--- src/rtl/uart_regfile_pkg.sv ---
package uart_regfile_pkg;

    // word indices (byte offset / 4)
    localparam int unsigned W_TXDATA = 0;
    localparam int unsigned W_RXDATA = 1;
    localparam int unsigned W_CTRL   = 2;
    localparam int unsigned W_STAT   = 3;
    localparam int unsigned W_LEVEL  = 4;
    localparam int unsigned W_BAUD   = 5;

    // control bit positions
    localparam int unsigned CB_TX_EN  = 12;
    localparam int unsigned CB_RX_EN  = 13;
    localparam int unsigned CB_TX_RST = 22;
    localparam int unsigned CB_RX_RST = 23;
    localparam int unsigned CB_CLR    = 24;
    localparam int unsigned CB_RX_IE  = 27;
    localparam int unsigned CB_TX_IE  = 28;

    // status bit positions
    localparam int unsigned SB_PAR   = 16;
    localparam int unsigned SB_FRM   = 17;
    localparam int unsigned SB_WERR  = 18;
    localparam int unsigned SB_RXE   = 20;
    localparam int unsigned SB_TXF   = 21;
    localparam int unsigned SB_TXE   = 22;
    localparam int unsigned SB_BUSY  = 25;

    typedef struct packed {
        logic tx_en;
        logic rx_en;
        logic tx_rst;
        logic rx_rst;
        logic err_clr;
        logic rx_ie;
        logic tx_ie;
    } ctrl_t;

    function automatic ctrl_t word_to_ctrl(input logic [31:0] w);
        ctrl_t c;
        c.tx_en   = w[CB_TX_EN];
        c.rx_en   = w[CB_RX_EN];
        c.tx_rst  = w[CB_TX_RST];
        c.rx_rst  = w[CB_RX_RST];
        c.err_clr = w[CB_CLR];
        c.rx_ie   = w[CB_RX_IE];
        c.tx_ie   = w[CB_TX_IE];
        return c;
    endfunction

    function automatic logic [31:0] ctrl_to_word(input ctrl_t c);
        logic [31:0] w;
        w = '0;
        w[CB_TX_EN]  = c.tx_en;
        w[CB_RX_EN]  = c.rx_en;
        w[CB_TX_RST] = c.tx_rst;
        w[CB_RX_RST] = c.rx_rst;
        w[CB_CLR]    = c.err_clr;
        w[CB_RX_IE]  = c.rx_ie;
        w[CB_TX_IE]  = c.tx_ie;
        return w;
    endfunction

endpackage

--- src/rtl/uart_byte_fifo.sv ---
module uart_byte_fifo #(
    parameter int unsigned DEPTH = 64,
    parameter int unsigned WIDTH = 8,
    localparam int unsigned AW = (DEPTH > 1) ? $clog2(DEPTH) : 1,
    localparam int unsigned CW = $clog2(DEPTH + 1)
) (
    input  logic             clk,
    input  logic             rst_n,
    input  logic             flush,
    input  logic             push,
    input  logic [WIDTH-1:0] din,
    input  logic             pop,
    output logic [WIDTH-1:0] dout,
    output logic [CW-1:0]    count,
    output logic             empty,
    output logic             full
);
    typedef struct packed {
        logic [AW-1:0] wp;
        logic [AW-1:0] rp;
        logic [CW-1:0] cnt;
    } fifo_st_t;

    fifo_st_t st_d, st_q;
    logic [WIDTH-1:0] mem_q [DEPTH];
    logic do_push, do_pop;

    function automatic logic [AW-1:0] ptr_inc(input logic [AW-1:0] p);
        return (p == AW'(DEPTH - 1)) ? '0 : p + 1'b1;
    endfunction

    assign empty = (st_q.cnt == '0);
    assign full  = (st_q.cnt == CW'(DEPTH));
    assign count = st_q.cnt;
    assign dout  = mem_q[st_q.rp];

    always_comb begin
        st_d    = st_q;
        do_push = push && !full && !flush;
        do_pop  = pop && !empty && !flush;
        if (flush) begin
            st_d = '0;
        end else begin
            if (do_push) st_d.wp = ptr_inc(st_q.wp);
            if (do_pop)  st_d.rp = ptr_inc(st_q.rp);
            case ({do_push, do_pop})
                2'b10:   st_d.cnt = st_q.cnt + 1'b1;
                2'b01:   st_d.cnt = st_q.cnt - 1'b1;
                default: st_d.cnt = st_q.cnt;
            endcase
        end
    end

    always_ff @(posedge clk or negedge rst_n) begin
        if (!rst_n) st_q <= '0;
        else        st_q <= st_d;
    end

    always_ff @(posedge clk) begin
        if (do_push) mem_q[st_q.wp] <= din;
    end


    no_overflow_chk: assert property (@(posedge clk) disable iff (!rst_n)
        st_q.cnt <= CW'(DEPTH));


    full_hold_chk: assert property (@(posedge clk) disable iff (!rst_n)
        (full && push && !pop && !flush) |=> (count == CW'(DEPTH)));


    flush_empty_chk: assert property (@(posedge clk) disable iff (!rst_n)
        flush |=> empty);

endmodule

--- src/rtl/uart_irq_gen.sv ---
module uart_irq_gen #(
    parameter int unsigned CW    = 7,
    parameter int unsigned THR_W = 8,
    localparam int unsigned MW   = (CW > THR_W) ? CW : THR_W
) (
    input  logic [CW-1:0]    rx_count,
    input  logic [CW-1:0]    tx_count,
    input  logic [THR_W-1:0] rx_level,
    input  logic [THR_W-1:0] tx_level,
    input  logic             rx_ie,
    input  logic             tx_ie,
    output logic             irq
);
    logic rx_hit, tx_hit;

    always_comb begin
        rx_hit = rx_ie && (MW'(rx_count) >= MW'(rx_level));
        tx_hit = tx_ie && (MW'(tx_count) <= MW'(tx_level));
        irq    = rx_hit || tx_hit;
    end

endmodule

--- src/rtl/uart_regfile.sv ---
module uart_regfile
    import uart_regfile_pkg::*;
#(
    parameter int unsigned FIFO_DEPTH = 64,
    parameter int unsigned ADDR_W     = 5,
    parameter int unsigned BAUD_W     = 24,
    parameter int unsigned THR_W      = 8,
    localparam int unsigned IDX_W     = ADDR_W - 2,
    localparam int unsigned CW        = $clog2(FIFO_DEPTH + 1)
) (
    input  logic              clk,
    input  logic              rst_n,
    input  logic              bus_wr,
    input  logic              bus_rd,
    input  logic [ADDR_W-1:0] bus_addr,
    input  logic [31:0]       bus_wdata,
    output logic [31:0]       bus_rdata,
    output logic [7:0]        tx_byte,
    output logic              tx_valid,
    input  logic              tx_take,
    input  logic              tx_shift_busy,
    input  logic [7:0]        rx_byte,
    input  logic              rx_push,
    input  logic              rx_parity_err,
    input  logic              rx_frame_err,
    output logic              tx_enable,
    output logic              rx_enable,
    output logic [BAUD_W-1:0] baud_cfg,
    output logic              irq
);
    typedef struct packed {
        ctrl_t             ctrl;
        logic [THR_W-1:0]  rx_lvl;
        logic [THR_W-1:0]  tx_lvl;
        logic [BAUD_W-1:0] baud;
        logic              pe;
        logic              fe;
        logic              we;
    } regs_t;

    regs_t regs_d, regs_q;

    logic [IDX_W-1:0] idx;
    logic             wr_tx, rd_rx, tx_pop, rx_acc;
    logic [7:0]       rx_dout;
    logic [CW-1:0]    tx_cnt, rx_cnt;
    logic             tx_empty, tx_full, rx_empty, rx_full;
    logic [31:0]      stat_w;
    logic             unused_bits;

    assign idx    = bus_addr[ADDR_W-1:2];
    assign wr_tx  = bus_wr && (idx == IDX_W'(W_TXDATA));
    assign rd_rx  = bus_rd && (idx == IDX_W'(W_RXDATA));
    assign tx_valid = !tx_empty && regs_q.ctrl.tx_en;
    assign tx_pop = tx_take && tx_valid;
    assign rx_acc = rx_push && regs_q.ctrl.rx_en;
    assign unused_bits = ^{bus_addr[1:0], rx_full};

    uart_byte_fifo #(.DEPTH(FIFO_DEPTH), .WIDTH(8)) tx_fifo_i (
        .clk(clk), .rst_n(rst_n), .flush(regs_q.ctrl.tx_rst),
        .push(wr_tx), .din(bus_wdata[7:0]), .pop(tx_pop),
        .dout(tx_byte), .count(tx_cnt), .empty(tx_empty), .full(tx_full)
    );

    uart_byte_fifo #(.DEPTH(FIFO_DEPTH), .WIDTH(8)) rx_fifo_i (
        .clk(clk), .rst_n(rst_n), .flush(regs_q.ctrl.rx_rst),
        .push(rx_acc), .din(rx_byte), .pop(rd_rx),
        .dout(rx_dout), .count(rx_cnt), .empty(rx_empty), .full(rx_full)
    );

    uart_irq_gen #(.CW(CW), .THR_W(THR_W)) irq_i (
        .rx_count(rx_cnt), .tx_count(tx_cnt),
        .rx_level(regs_q.rx_lvl), .tx_level(regs_q.tx_lvl),
        .rx_ie(regs_q.ctrl.rx_ie), .tx_ie(regs_q.ctrl.tx_ie),
        .irq(irq)
    );

    // next-state of the register set
    always_comb begin
        regs_d = regs_q;
        if (bus_wr) begin
            case (idx)
                IDX_W'(W_CTRL):  regs_d.ctrl = word_to_ctrl(bus_wdata);
                IDX_W'(W_LEVEL): begin
                    regs_d.rx_lvl = bus_wdata[THR_W-1:0];
                    regs_d.tx_lvl = bus_wdata[2*THR_W-1:THR_W];
                end
                IDX_W'(W_BAUD):  regs_d.baud = bus_wdata[BAUD_W-1:0];
                default: ;
            endcase
        end
        if (regs_q.ctrl.err_clr) begin
            regs_d.pe = 1'b0;
            regs_d.fe = 1'b0;
            regs_d.we = 1'b0;
        end else begin
            regs_d.pe = regs_q.pe | rx_parity_err;
            regs_d.fe = regs_q.fe | rx_frame_err;
            regs_d.we = regs_q.we | (wr_tx && tx_full);
        end
    end

    always_ff @(posedge clk or negedge rst_n) begin
        if (!rst_n) regs_q <= '0;
        else        regs_q <= regs_d;
    end

    // read path
    always_comb begin
        stat_w          = '0;
        stat_w[SB_PAR]  = regs_q.pe;
        stat_w[SB_FRM]  = regs_q.fe;
        stat_w[SB_WERR] = regs_q.we;
        stat_w[SB_RXE]  = rx_empty;
        stat_w[SB_TXF]  = tx_full;
        stat_w[SB_TXE]  = tx_empty;
        stat_w[SB_BUSY] = tx_shift_busy;

        bus_rdata = '0;
        case (idx)
            IDX_W'(W_RXDATA): if (!rx_empty) bus_rdata[7:0] = rx_dout;
            IDX_W'(W_CTRL):   bus_rdata = ctrl_to_word(regs_q.ctrl);
            IDX_W'(W_STAT):   bus_rdata = stat_w;
            IDX_W'(W_LEVEL):  bus_rdata[2*THR_W-1:0] = {regs_q.tx_lvl, regs_q.rx_lvl};
            IDX_W'(W_BAUD):   bus_rdata[BAUD_W-1:0] = regs_q.baud;
            default: ;
        endcase
    end

    assign tx_enable = regs_q.ctrl.tx_en;
    assign rx_enable = regs_q.ctrl.rx_en;
    assign baud_cfg  = regs_q.baud;


    err_hold_chk: assert property (@(posedge clk) disable iff (!rst_n)
        regs_q.ctrl.err_clr |=> !(regs_q.pe || regs_q.fe || regs_q.we));


    wr_err_chk: assert property (@(posedge clk) disable iff (!rst_n)
        (wr_tx && tx_full && !regs_q.ctrl.err_clr) |=> regs_q.we);


    empty_read_chk: assert property (@(posedge clk) disable iff (!rst_n)
        (rd_rx && rx_empty) |-> (bus_rdata == 32'd0));


    sticky_par_chk: assert property (@(posedge clk) disable iff (!rst_n)
        (regs_q.pe && !regs_q.ctrl.err_clr) |=> regs_q.pe);


    rx_irq_chk: assert property (@(posedge clk) disable iff (!rst_n)
        (regs_q.ctrl.rx_ie && (THR_W'(rx_cnt) >= regs_q.rx_lvl)) |-> irq);


    tx_gate_chk: assert property (@(posedge clk) disable iff (!rst_n)
        !tx_enable |-> !tx_valid);

endmodule

--- config.mk ---
export PLATFORM = sky130hd
export DESIGN_NAME = uart_regfile
export DESIGN_NICKNAME = d
export VERILOG_FILES = /design/src/rtl/uart_regfile_pkg.sv /design/src/rtl/uart_byte_fifo.sv /design/src/rtl/uart_irq_gen.sv /design/src/rtl/uart_regfile.sv
export SDC_FILE = /design/constraint.sdc
export NUM_CORES = 1
export LEC_CHECK = 0
export BUFFER_PORTS_ARGS = -buffer_cell sky130_fd_sc_hd__buf_2
export CORE_MARGIN = 5
export CORE_UTILIZATION = 37
export CTS_BUF_LIST = sky130_fd_sc_hd__clkbuf_4 sky130_fd_sc_hd__clkbuf_8
export DETAILED_ROUTE_END_ITERATION = 10
export SLEW_MARGIN = 10
export SYNTH_ARGS = -nofsm -noshare
export SYNTH_HDL_FRONTEND = slang
export SYNTH_HIERARCHICAL = 1
export SYNTH_SLANG_ARGS = --single-unit
--- constraint.sdc ---
create_clock -name clk -period 4.97 [get_ports clk]
set_input_delay 0.497 -clock clk [delete_from_list [all_inputs] [get_ports clk]]
set_output_delay 0.497 -clock clk [all_outputs]
set_load 0.03 [all_outputs]
## Yosys cells after proc, flatten, opt, wreduce, memory -nomap -nowiden

Memories as Yosys holds them, arrays and structs flattened.
Cells that the tools add are included.

- Register bits: 88
- RAM bits: 1,024
- Input bits: 54
- Output and inout port bits: 68
- Logic and storage cells: 106
- Memories: 2

Memory list:

| name | depth | width | read ports | clocked after Yosys merged registers in | write ports | line | source |
|---|---|---|---|---|---|---|---|
| rx_fifo_i.mem_q | 64 | 8 | 1 | 0 | 1 | uart_byte_fifo.sv:25 | `logic [WIDTH-1:0] mem_q [DEPTH];` |
| tx_fifo_i.mem_q | 64 | 8 | 1 | 0 | 1 | uart_byte_fifo.sv:25 |  |

- Add/subtract/negate cells: 8
- Magnitude comparators: 2
- Equality and inequality tests: 15
- Multiplexer cells: 22
- Bitwise gates (word level): 3
- Reductions and logical operators: 35

Operators with widths:

| cell | count |
|---|---|
| 8-bit case mux with 3 select lines | 3 |
| 6-bit two-way mux | 8 |
| 19-bit two-way mux | 2 |
| 7-bit case mux with 2 select lines | 2 |
| 6-bit by 1-bit adder with 6-bit output (second input constant) | 4 |
| 6-bit equality test (second input constant) | 4 |
| 1-bit logical AND | 16 |
| 7-bit by 1-bit adder with 7-bit output (second input constant) | 2 |
| 7-bit equality test (second input constant) | 2 |
| 7-bit logical NOT | 2 |
| 7-bit by 1-bit subtractor with 7-bit output (second input constant) | 2 |
| 5-bit case mux with 2 select lines | 1 |
| 7-bit by 8-bit greater-or-equal comparator with 1-bit output | 1 |
| 7-bit by 8-bit less-or-equal comparator with 1-bit output | 1 |
| 8-bit two-way mux | 1 |
| 2-bit nonzero test | 4 |
| 3-bit by 2-bit equality test with 1-bit output (second input constant) | 2 |
| 3-bit equality test (second input constant) | 2 |
| 1-bit logical NOT | 6 |
| 2-bit AND reduction | 3 |
| 3-bit nonzero test | 2 |
| 2-bit by 1-bit equality test with 1-bit output (second input constant) | 2 |
| 2-bit equality test (second input constant) | 2 |
| 1-bit two-way mux | 4 |
| 5 further kinds | 7 |

## Longest topological paths before layout

- Depth after elaboration: 9
- Mapped depth: 14
- Depth with buffers taken out: 13

## Hierarchy

The synthesis kept the hierarchy.

By module, submodules not included:

| module | instances | cells each | area an instance (µm²) | seq. area each (µm²) |
|---|---|---|---|---|
| uart_byte_fifo | 2 | 1,155 | 21,326.7 | 15,850.2 |
| uart_regfile | 1 | 212 | 2,820.2 | 1,251.2 |
| uart_irq_gen | 1 | 49 | 360.3 | 0.0 |

## Least setup slack after synthesis

Ideal clock, no wire load.

- Path type: in2reg
- From: input bus_addr[2]
- To: register rx_fifo_i.st_q (netlist bit rx_fifo_i/count[6])
- Setup time: 0.137 ns
- Arrival: 3.656 ns
- Data required time: 4.833 ns
- Path slack: 1.177 ns
- Cell stages on the path: 11
- Buffers on the path: 2
- Cells stage by stage: buf_4 > clkbuf_1 > nor4bb_1 > o41ai_4 > nor3_1 > ha_1 > a21o_1 > a311o_1 > a21oi_1 > a21boi_0 > nor3_1

- Longest elaborated chain between the ends: 7

Ends and longest elaborated chain:

| item | line | source |
|---|---|---|
| start, declared | uart_regfile.sv:15 | `input logic [ADDR_W-1:0] bus_addr,` |
| 3-bit by 1-bit equality test with 1-bit output * | uart_regfile.sv:53 | `assign rd_rx = bus_rd && (idx == IDX_W'(W_RXDATA));` |
| 1-bit logical AND * | uart_regfile.sv:53 |  |
| net rd_rx | uart_regfile.sv:44 | `logic wr_tx, rd_rx, tx_pop, rx_acc;` |
| 1-bit logical AND * (2 in series) | uart_byte_fifo.sv:40 | `do_pop = pop && !empty && !flush;` |
| 2-bit by 1-bit equality test with 1-bit output / 2-bit equality test (equally long branches) | uart_byte_fifo.sv:46 | `case ({do_push, do_pop})` |
| 7-bit case mux with 2 select lines | uart_byte_fifo.sv:46 |  |
| 19-bit two-way mux | uart_byte_fifo.sv:41 | `if (flush) begin` |
| end signal, assigned | uart_byte_fifo.sv:56 | `else st_q <= st_d;` |
| end, declared | uart_byte_fifo.sv:24 | `fifo_st_t st_d, st_q;` |

Mark *: on every way through the listed nets, which the timed path passes. The rest lies on a longest branch.
A chain may end at the register's enable or synchronous reset.

## Worst setup path after layout

- From: register rx_fifo_i/st_q[9] in the netlist's numbering
- To: output bus_rdata[5]

- Longest elaborated chain between the ends: 3

Ends and longest elaborated chain:

| item | line | source |
|---|---|---|
| memory 64 x 8 bit | -- |  |
| net rx_dout[5] | uart_regfile.sv:45 | `logic [7:0] rx_dout;` |
| 8-bit two-way mux | uart_regfile.sv:121 | `IDX_W'(W_RXDATA): if (!rx_empty) bus_rdata[7:0] = rx_dout;` |
| 8-bit case mux with 3 select lines | uart_regfile.sv:120 | `case (idx)` |
| end, declared | uart_regfile.sv:17 | `output logic [31:0] bus_rdata,` |

The timed path passes the listed nets, and every way through them passes these cells.

==> flow_summary.toml <==
[route]
drc = 0
totalWireLength_um = 105000
via_per_inst = 5.42
wl_per_cell_um = 23.3
initialDrtViolationCount = 2365
final_antenna_net_count = 0
dr.pass1.iters = 6
via_count = 24400

[min_path]
hp-start = "bus_addr[4]"
holdCritPathClass = "in -> reg"
hold_path_end = "tx_fifo_i/st_q[14]$_DFFE_PN0P_"
worstHoldPathCells = 5

[worst_setup_path]
cp_num_cells = 9
cpPeakStageDelay_ns = 0.82
critPathBufInv = 3
cp_top_family = "compound AO/OA/AOI/OAI gates"
rr_startpoint = "rx_fifo_i/count[3]$_DFFE_PN0P_"
r2r_end = "rx_fifo_i/count[6]$_DFFE_PN0P_"
crit_arrival_ns = 4.20
path_common_cell = "buf_4"
path_cells = "buf_4 > and2_2 > buf_4 > a22oi_1 > nand2_1 > o21ai_0 > a32o_1 > a221o_2 > buf_2"
rrSetupSlack_ns = 0.84
slowest_stage = "dfrtp_1"
worstSetupStartpointType = "register"
path_class = "reg -> out"
startpoint = "rx_fifo_i/st_q[9]$_DFFE_PN0P_"
worst_ep_required_time_ns = 4.47
cp-end-kind = "primary output"
worst-path-max-fanout = 17
r2r_cells = 9

[floorplan]
pin_count = 122
dieArea_um2 = 131000
die_x_um = 362
initial_utilization_pct = 37.2
die_h_um = 362
core_area_um2 = 123000
num_rows = 129

[placed_design]
place_hpwl_um = 64800
port_buffers = 110
place_congestion = 0.883

[timing]
period_needed_ns = 4.70
finalSetupTns_ns = 0
clock_skew_ns = 0.0363
maxSlewViolCount = 0
grt_setup_unrepaired = "no"
worst_pin_slew_ns = 1.04
fin_crit_sh_pct = 94.6
maxSlewHeadroom_pct = 30.6
setup_viol = 0
timing.fmax_mhz = 213
finalHoldViolCount = 0

[yosys]
yosysWarnings = 6
avgSynthCellArea_um2 = 17.8
synth_area_um2 = 45800
syn-instance-count = 2570

[finish]
fillCellCount = 10900
syn_to_final_growth_pct = 12.6
layout-drive-gt1-share_pct = 24.4
final_util_pct = 41.9
nets = 2815

[global_route]
gr-total-overflow = 0
grt_first_pass_wirelength_um = 158000
grt_pass1_vias = 25200
track_usage_pct = 15.8
grt_antenna_before_repair = 2
grt_max_degree = 81

[clocking]
cts_tree = "yes"
cts_sinks = 1112
clockRootBuffer = "clkbuf_8"
clk_pin_slew_ns = 0.06
cts_buffers = 170
cts-htree-levels = 4
cts_buffer_depth = 3
insertion_delay_ns = 0.85

[power]
p_per_area_nw_per_um2 = 409
p_int_w = 0.0157
total_power_w = 0.0211
seq_power_share_pct = 50.5
vdd_drop_max_uv = 244
power.switching_w = 0.00544
cellLeakagePower_nw = 16.3
power_frac_clock_pct = 36.3
pwr-share-comb_pct = 13.2
p_sw_share_pct = 25.8

[status]
status = "finished clean"

[flow_run]
drv_cap = 0
power by group through the flow:
stage               clock network (W)  registers, W  logic (W)
floorplan                           0        0.0107    0.00211
global placement                    0        0.0109    0.00264
detailed placement                  0        0.0109    0.00270
CTS                           0.00789        0.0107    0.00275
global route                  0.00832        0.0107    0.00298
finish                        0.00767        0.0107    0.00278
area by class of cell:
type | count | area [µm²] | area share, %
Clock buffer | 222 | 2770 | 5.37
Sequential cell | 1112 | 33000 | 63.9
Timing Repair Buffer | 190 | 1310 | 2.53
Inverter | 25 | 93.8 | 0.182
Clock inverter | 84 | 699 | 1.36
Tap cell | 1637 | 2050 | 3.97
Multi-Input combinational cell | 1232 | 11700 | 22.7
Antenna cell | 1 | 2.50 | 0.00485
stage by stage:
stage	hold WS [ns]	cells	area (µm²)	setup WS [ns]
floorplan	0.201	2573	45800	1.18
global placement	0.487	4167	47800	0.704
detailed placement	0.496	4167	47800	0.633
CTS	0.0908	4500	51600	0.0124
global route	0.172	4503	51600	0.0434
finish	0.220	4503	51600	0.269
per-layer routing:
layer	GRT usage, %	part of all wire [%]	wire [µm]	vias to the layer above
met2	24.5	46	48900	925
li1	-	-	-	10600
met4	4.55	2.2	2360	2
met3	3.72	7.3	7720	174
met5	0	0.0076	8	-
met1	22.4	44	46200	12700
worst reg2reg max path: stages, from the launching register on:
cell and delay [ns]:
dfrtp_1 0.44, or4_1 0.70, o41a_1 0.56, nor3_1 0.76, ha_1 0.41, a21o_1 0.21, a311o_1 0.37, a21oi_1 0.24
a21boi_0 0.25, nor3_1 0.07
timing repair:
item                                    CTS  global route
hold buffers                             26             0
endpoints found under the setup margin    8             9
setup buffers                             1             2
gates resized for setup                   1             2
hold endpoints to repair                117             0
sequential cells by signal, indices dropped and copies added, names as in the netlist:
name / flops
tx_fifo_i/count: 7
tx_enable: 1
rx_fifo_i/count: 7
rx_enable: 1
rx_fifo_i/mem_q: 512
rx_fifo_i/st_q: 12
baud_cfg: 24
tx_fifo_i/st_q: 12
regs_q: 24
tx_fifo_i/mem_q: 512
cell usage in the layout (no fill, tap or decap), drive strengths merged, types with 7 or more instances in the layout:
| cell type | n |
|---|---|
| o2111ai | 16 |
| dfrtp | 88 |
| a21o | 8 |
| nand3 | 46 |
| inv | 35 |
| and2 | 16 |
| a21boi | 7 |
| mux2 | 54 |
| nor3 | 18 |
| a31oi | 17 |
| a21oi | 42 |
| xor2 | 8 |
| clkinv | 66 |
| and4bb | 8 |
| mux2i | 228 |
| xnor2 | 8 |
| bufinv | 8 |
| a32o | 17 |
| a22oi | 80 |
| nor2 | 172 |
| edfxtp | 1024 |
| clkbuf | 222 |
| nor2b | 20 |
| buf | 164 |
| nand3b | 14 |
| a221oi | 34 |
| ha | 28 |
| dlygate4sd3 | 26 |
| nand2 | 63 |
| a22o | 24 |
| a221o | 9 |
| or3 | 10 |
| o21ai | 41 |
| mux4 | 160 |
worst max path at each step:
| stage | endpoint | slack (ns) |
|---|---|---|
| floorplan | rx_fifo_i/count[6]$_DFFE_PN0P_ | 1.18 |
| finish | bus_rdata[5] | 0.27 |
| global placement | bus_rdata[5] | 0.70 |
| CTS | bus_rdata[1] | 0.01 |
| detailed placement | bus_rdata[5] | 0.63 |
| global route | bus_rdata[3] | 0.04 |
(Power assumes the default switching activity.)
